## config.mk

```make
export PLATFORM = sky130hd
export DESIGN_NAME = fetch_refresh_gen
export DESIGN_NICKNAME = d
export VERILOG_FILES = /design/src/rtl/rfgen_pkg.sv /design/src/rtl/rfgen_row.sv /design/src/rtl/rfgen_seq.sv /design/src/rtl/rfgen_addr.sv /design/src/rtl/fetch_refresh_gen.sv
export SDC_FILE = /design/constraint.sdc
export NUM_CORES = 1
export LEC_CHECK = 0
export ABC_AREA = 1
export CAP_MARGIN = 30
export CELL_PAD_IN_SITES_DETAIL_PLACEMENT = 1
export CELL_PAD_IN_SITES_GLOBAL_PLACEMENT = 2
export CORE_UTILIZATION = 32
export DETAILED_ROUTE_END_ITERATION = 10
export DONT_BUFFER_PORTS = 1
export GPL_TIMING_DRIVEN = 0
export PLACE_DENSITY = 0.83
export SLEW_MARGIN = 20
export SYNTH_ARGS = -nofsm -noshare
export SYNTH_HDL_FRONTEND = slang
export SYNTH_SLANG_ARGS = --single-unit
```

## constraint.sdc

```tcl
create_clock -name clk -period 1.6 [get_ports clk]
set_input_delay 0.24 -clock clk [delete_from_list [all_inputs] [get_ports clk]]
set_output_delay 0.24 -clock clk [all_outputs]
set_load 0.02 [all_outputs]
```

## src/rtl/rfgen_pkg.sv

```systemverilog
package rfgen_pkg;

    // Sequencer states of the refresh generator
    typedef enum logic [1:0] {
        ST_IDLE  = 2'd0,
        ST_DUMMY = 2'd1,
        ST_RFSH  = 2'd2
    } rf_state_e;

    // Operation applied to the row register at the next edge
    typedef enum logic [1:0] {
        ROW_HOLD  = 2'd0,
        ROW_STEP  = 2'd1,
        ROW_WRITE = 2'd2
    } row_op_e;

endpackage

```

## src/rtl/rfgen_row.sv

```systemverilog
module rfgen_row
    import rfgen_pkg::*;
#(
    parameter int ROW_W = 7,
    parameter int REG_W = 8
) (
    input  logic             clk,
    input  logic             rst_n,
    input  logic             step,
    input  logic             wr_en,
    input  logic [REG_W-1:0] wr_data,
    output logic [REG_W-1:0] row_q
);

    localparam logic [ROW_W-1:0] ROW_ONE = ROW_W'(1);

    logic [REG_W-1:0] row_inc;
    row_op_e          op;

    // Increment confined to the low ROW_W bits; anything above is kept
    generate
        if (REG_W > ROW_W) begin : g_keep_hi
            assign row_inc = {row_q[REG_W-1:ROW_W], row_q[ROW_W-1:0] + ROW_ONE};
        end else begin : g_flat
            assign row_inc = row_q + REG_W'(1);
        end
    endgenerate

    // Write outranks step
    always_comb begin
        if (wr_en)      op = ROW_WRITE;
        else if (step)  op = ROW_STEP;
        else            op = ROW_HOLD;
    end

    always_ff @(posedge clk or negedge rst_n) begin
        if (!rst_n) begin
            row_q <= '0;
        end else begin
            unique case (op)
                ROW_WRITE: row_q <= wr_data;
                ROW_STEP:  row_q <= row_inc;
                ROW_HOLD:  row_q <= row_q;
                default:   row_q <= row_q;
            endcase
        end
    end

endmodule

```

## src/rtl/rfgen_seq.sv

```systemverilog
module rfgen_seq
    import rfgen_pkg::*;
(
    input  logic      clk,
    input  logic      rst_n,
    input  logic      fetch,
    input  logic      halt,
    output rf_state_e state,
    output logic      step,
    output logic      rfsh_on
);

    rf_state_e nxt;

    // State register
    always_ff @(posedge clk or negedge rst_n) begin
        if (!rst_n) state <= ST_IDLE;
        else        state <= nxt;
    end

    // Next-state selection
    always_comb begin
        nxt = state;
        unique case (state)
            ST_IDLE: begin
                if (halt)       nxt = ST_DUMMY;   // halt-enter
                else if (fetch) nxt = ST_RFSH;    // fetch-accept
                else            nxt = ST_IDLE;    // idle-hold
            end
            ST_DUMMY: nxt = ST_RFSH;              // dummy-complete
            ST_RFSH: begin
                if (halt) nxt = ST_DUMMY;         // refresh-resume-halt
                else      nxt = ST_IDLE;          // refresh-end
            end
            default: nxt = ST_IDLE;
        endcase
    end

    // Outputs
    always_comb begin
        step    = 1'b0;
        rfsh_on = 1'b0;
        unique case (state)
            ST_IDLE:  step = fetch && !halt;
            ST_DUMMY: step = 1'b1;
            ST_RFSH:  rfsh_on = 1'b1;
            default: begin
                step    = 1'b0;
                rfsh_on = 1'b0;
            end
        endcase
    end

endmodule

```

## src/rtl/rfgen_addr.sv

```systemverilog
module rfgen_addr #(
    parameter int REG_W  = 8,
    parameter int ADDR_W = 16
) (
    input  logic              drive,
    input  logic [REG_W-1:0]  row,
    output logic [ADDR_W-1:0] addr
);

    localparam int PAD_W = ADDR_W - REG_W;

    generate
        if (PAD_W > 0) begin : g_pad
            assign addr = drive ? {{PAD_W{1'b0}}, row} : '0;
        end else begin : g_exact
            assign addr = drive ? row[ADDR_W-1:0] : '0;
        end
    endgenerate

endmodule

```

## src/rtl/fetch_refresh_gen.sv

```systemverilog
module fetch_refresh_gen
    import rfgen_pkg::*;
#(
    parameter int ROW_W  = 7,
    parameter int REG_W  = 8,
    parameter int ADDR_W = 16
) (
    input  logic              clk,
    input  logic              rst_n,
    input  logic              fetch_cyc,
    input  logic              halt_req,
    input  logic              row_wr_en,
    input  logic [REG_W-1:0]  row_wr_data,
    output logic              rfsh_strobe,
    output logic              addr_drive_en,
    output logic [ADDR_W-1:0] addr_out
);

    rf_state_e        cur_state;
    logic             step;
    logic             rfsh_on;
    logic [REG_W-1:0] row_q;

    rfgen_seq u_seq (
        .clk     (clk),
        .rst_n   (rst_n),
        .fetch   (fetch_cyc),
        .halt    (halt_req),
        .state   (cur_state),
        .step    (step),
        .rfsh_on (rfsh_on)
    );

    rfgen_row #(.ROW_W(ROW_W), .REG_W(REG_W)) u_row (
        .clk     (clk),
        .rst_n   (rst_n),
        .step    (step),
        .wr_en   (row_wr_en),
        .wr_data (row_wr_data),
        .row_q   (row_q)
    );

    rfgen_addr #(.REG_W(REG_W), .ADDR_W(ADDR_W)) u_addr (
        .drive (rfsh_on),
        .row   (row_q),
        .addr  (addr_out)
    );

    assign rfsh_strobe   = rfsh_on;
    assign addr_drive_en = rfsh_on;

endmodule

```

# --- Word-level counts from Yosys, hierarchy flattened ---
# Index checks and enable logic that the tools add are counted.
word_totals:
  elab_cells: 24
  register_bits: 10
classes:
  addsub: 1
  mux: 10
  n_eq_ne: 4
  reduce_logical: 5
  n_bitwise: 1
op_table:
  columns: ["op", "count"]
  rows:
  - ["$pmux W8 S2", 1]
  - ["$mux W8", 1]
  - ["$add A7 B1 Y7 const B", 1]
  - ["$mux W2", 3]
  - ["$pmux W2 S3", 1]
  - ["$eq A2 B1 Y1 const B", 2]
  - ["$eq A2 B2 Y1 const B", 2]
  - ["$mux W1", 3]
  - ["$logic_not A2 Y1", 1]
  - ["$pmux W1 S2", 1]
  - ["$reduce_and A2 Y1", 1]
  - ["$reduce_bool A2 Y1", 1]
  - ["$logic_and A1 B1 Y1", 1]
  - ["$logic_not A1 Y1", 1]
  - ["$not A1 Y1", 1]

# --- Depth between registers and ports, before layout ---
logic_depth:
  depth_word: 8
  depth_mapped: 8
  mapped_depth_nobuf: 8

# --- Modules after synthesis ---
# From an unflattened synthesis, not the netlist that was laid out.
unflattened:
  cells_unflattened: 100
  hier_area_um2: 705.7
by_module_without_submodules:
  columns: ["module", "cells_per_inst", "area_per_inst_um2", "instances"]
  rows:
  - ["rfgen_row", 62, 480.5, 1]
  - ["rfgen_addr", 26, 128.9, 1]
  - ["rfgen_seq", 11, 88.8, 1]
  - ["fetch_refresh_gen", 1, 7.5, 1]

# --- Least setup slack after synthesis ---
# OpenSTA, ideal clock, no wires.
synth_timing:
  kind: "reg-to-output"
  from: "register u_seq.state[0]"
  to: "output rfsh_strobe"
  arrival_time_ns: 0.958
  path_stages_with_launch: 5
  path_slack_ns: 0.402
  cell_sequence: "dfrtp_1 > inv_1 > nand2_1 > inv_1 > buf_4"
synth_via:
  elab_chain_len: 2
synth_lines:
  columns: ["item", "line_no", "rtl"]
  rows:
  - ["start: declaration", "rfgen_seq.sv:8", "output rf_state_e state,"]
  - ["start signal: assignment", "rfgen_seq.sv:18", "else state <= nxt;"]
  - ["$eq A2 B2 Y1", "rfgen_seq.sv:43", "unique case (state)"]
  - ["$mux W1", "rfgen_seq.sv:43", null]
  - ["end: declaration", "fetch_refresh_gen.sv:14", "output logic rfsh_strobe,"]
# Every way passes these cells.

# --- Final worst setup path ---
# Same ends and word-level chain as after synthesis.

==> results.py <==
metrics = {
    "status": {
        "status": "finished, final reports clean",
    },
    "floorplanning": {
        "die_area_sq_um": 2430,
        "io_pins": 31,
        "initial_core_util_pct": 35.4,
        "rows": 16,
        "coreArea_sq_um": 2020,
        "fp.dieW_um": 49.3,
        "die_height_um": 49.3,
    },
    "synthesis": {
        "synth-seq-cells": 10,
        "seq_area_frac_synth_pct": 35.0,
        "yosys-top-cells-area": "dfrtp_1 35%, nand2_1 15%, buf_4 12%",
        "synth_area_per_cell_sq_um": 6.88,
        "ys_warn_count": 0,
        "yosys.area.top_type": "dfrtp_1",
        "synthesis.area_sq_um": 716,
        "ys_types": 16,
        "netlist_instances": 104,
        "synth_top_area_share_pct": 35.0,
    },
    "cells_and_area": {
        "final_cells": 143,
        "final_cell_mix": "28 x nand2_1, 12 x inv_1, 11 x buf_4",
        "final_common_cell": "nand2_1",
        "area_growth_pct": 18.7,
        "n_antenna_cell": 0,
        "final_area_sq_um": 850,
        "layout-drive-gt1-share_pct": 27.6,
        "layout.nets": 131,
    },
    "clock_network": {
        "cts_root_buf": "clkbuf_4",
        "clk_pin_slew_ns": 0.07,
        "htreeDepth": 1,
        "cts-buffers-inserted": 3,
        "cts.path.max_buffers": 2,
        "clk-insertion-delay-late_ns": 0.28,
        "cts_sinks": 10,
        "cts_setup_buffers": 0,
        "cts_tree": "yes",
    },
    "global_routing": {
        "grt_pass1_vias": 638,
        "grt_pass1_wl_mm": 3.00,
        "grt_overflow_total": 0,
        "grt_antenna_before_repair": 0,
        "grt_usage_pct": 16.5,
        "grt_max_degree": 11,
    },
    "critical_path": {
        "worstSetupEndpointType": "primary output",
        "crit_type": "flip-flop to primary output",
        "cp_max_fo": 9,
        "crit_path_start_kind": "flip-flop",
        "arrival_ns": 1.25,
        "cp.required_ns": 1.36,
    },
    "sta": {
        "worst_pin_slew_ns": 0.497,
        "slew_violations": 0,
        "fin_setup_tns_ns": 0,
        "setup_violations": 0,
        "whs_ns": 0.0888,
        "finalCritPeriodShare_pct": 93.1,
        "relSlewSlack_pct": 66.7,
        "fmax_ghz": 0.672,
        "hold_violations": 0,
        "rsz0062_at_grt": "no",
        "fin_worst_skew_ns": 0.00397,
        "finalCriticalPeriod_ns": 1.49,
    },
    "job": {
        "maxCapViolations": 0,
    },
    "placement": {
        "post-dp-hpwl_mm": 1.32,
        "place_inst": 138,
        "placed_cell_area_sq_um": 776,
        "gp_congestion": 0.748,
        "portBuffers": 0,
    },
    "drt": {
        "final_antenna_net_count": 0,
        "firstDrtPassIters": 4,
        "drc": 0,
        "drtIter0Drc": 9,
        "wl_per_cell_um": 12.2,
        "drt_wl_total_mm": 1.74,
        "via_count": 649,
        "vias_per_cell": 4.54,
    },
    "power": {
        "ir_drop_v": 0.000387,
        "pwr_density_cell_nw_per_um2": 921,
        "leakagePower_nw": 0.451,
    },
    "worst_hold_path": {
        "worst_hold_path_type": "input port to flip-flop",
    },
}
## synthesized netlist by cell type
cell type	count
conb_1	1
nor2_4	2
nand2_2	2
inv_1	13
o21bai_1	2
nand2_1	29
nand3_1	10
dfrtp_1	10
inv_2	1
o21ai_0	2
ha_1	1
nor2_1	14
xor2_1	2
nand4_1	2
nor2_2	2
buf_4	11
## critical path: stages (launching register included)
cell     delay (ns)
dfrtp_1        0.39
inv_1          0.14
nand2_4        0.14
inv_2          0.14
buf_4          0.16
## cells by family (layout without fill, tap and decap cells)
group	Yosys count	after routing	synth area share (%)
fa+ha+maj	1	1	1.75
compound gates	4	4	3.50
other cells	1	8	0.524
simple gates	61	61	37.9
buf+inv	25	30	18.9
flops	10	10	35.0
xor+xnor	2	2	2.45
## power breakdown
group          switching, mW  internal [mW]
clock network          0.104          0.138
logic                  0.155         0.0767
registers             0.0261          0.282
total                  0.285          0.498
## metrics by stage
stage          power [mW]  utilization, %  setup slack (ns)
3_5_place_dp        0.526            38.4             0.166
2_1_floorplan       0.489               -             0.402
4_1_cts             0.781            41.8           0.00962
5_1_grt             0.831            42.0            0.0289
6_report            0.783            42.0             0.111
3_3_place_gp        0.518            38.4             0.218
## final cells by class
class                      instances  area [sq um]
inverter                          14          52.6
buffer                            11          82.6
sequential                        10           250
clock buffer                       4          36.3
timing repair buffer               1          10.0
fill                             269          1170
multi-input combinational         76           384
tap                               27          33.8
## final timing paths
| kind | startpoint | to | slack (ns) | cells after the start |
|---|---|---|---|---|
| setup / recovery | u_seq.state[0] | rfsh_strobe | 0.11 | 4 |
| hold / removal | row_wr_data[7] | u_row.row_q[7] | 0.09 | 2 |
| setup reg to reg | u_row.row_q[1] | u_row.row_q[6] | 0.41 | 7 |
| hold reg to reg | u_row.row_q[0] | u_row.row_q[0] | 0.52 | 2 |
| max in group asynchronous | rst_n | u_row.row_q[0] | 0.90 | 1 |
| min in group asynchronous | rst_n | u_row.row_q[6] | 0.36 | 1 |
## per-layer routing
layer | track usage [%] | up-vias | wire, um
met1 | 20.5 | 298 | 759
met4 | 7.35 | 0 | 36
li1 | - | 323 | -
met5 | 0 | - | 0
met3 | 3.12 | 5 | 98
met2 | 27.4 | 23 | 850
## state kept, by name, summed over array words and instances, names as in the netlist
name         count
u_row.row_q      8
u_seq.state      2
## what timing repair did
action	4_1_cts	5_1_grt
hold endpoints to repair	10	0
hold buffers	1	0
endpoints found under the setup margin	9	2
gates resized for setup	10	1
No activity file was read; power rests on OpenSTA's default activity.
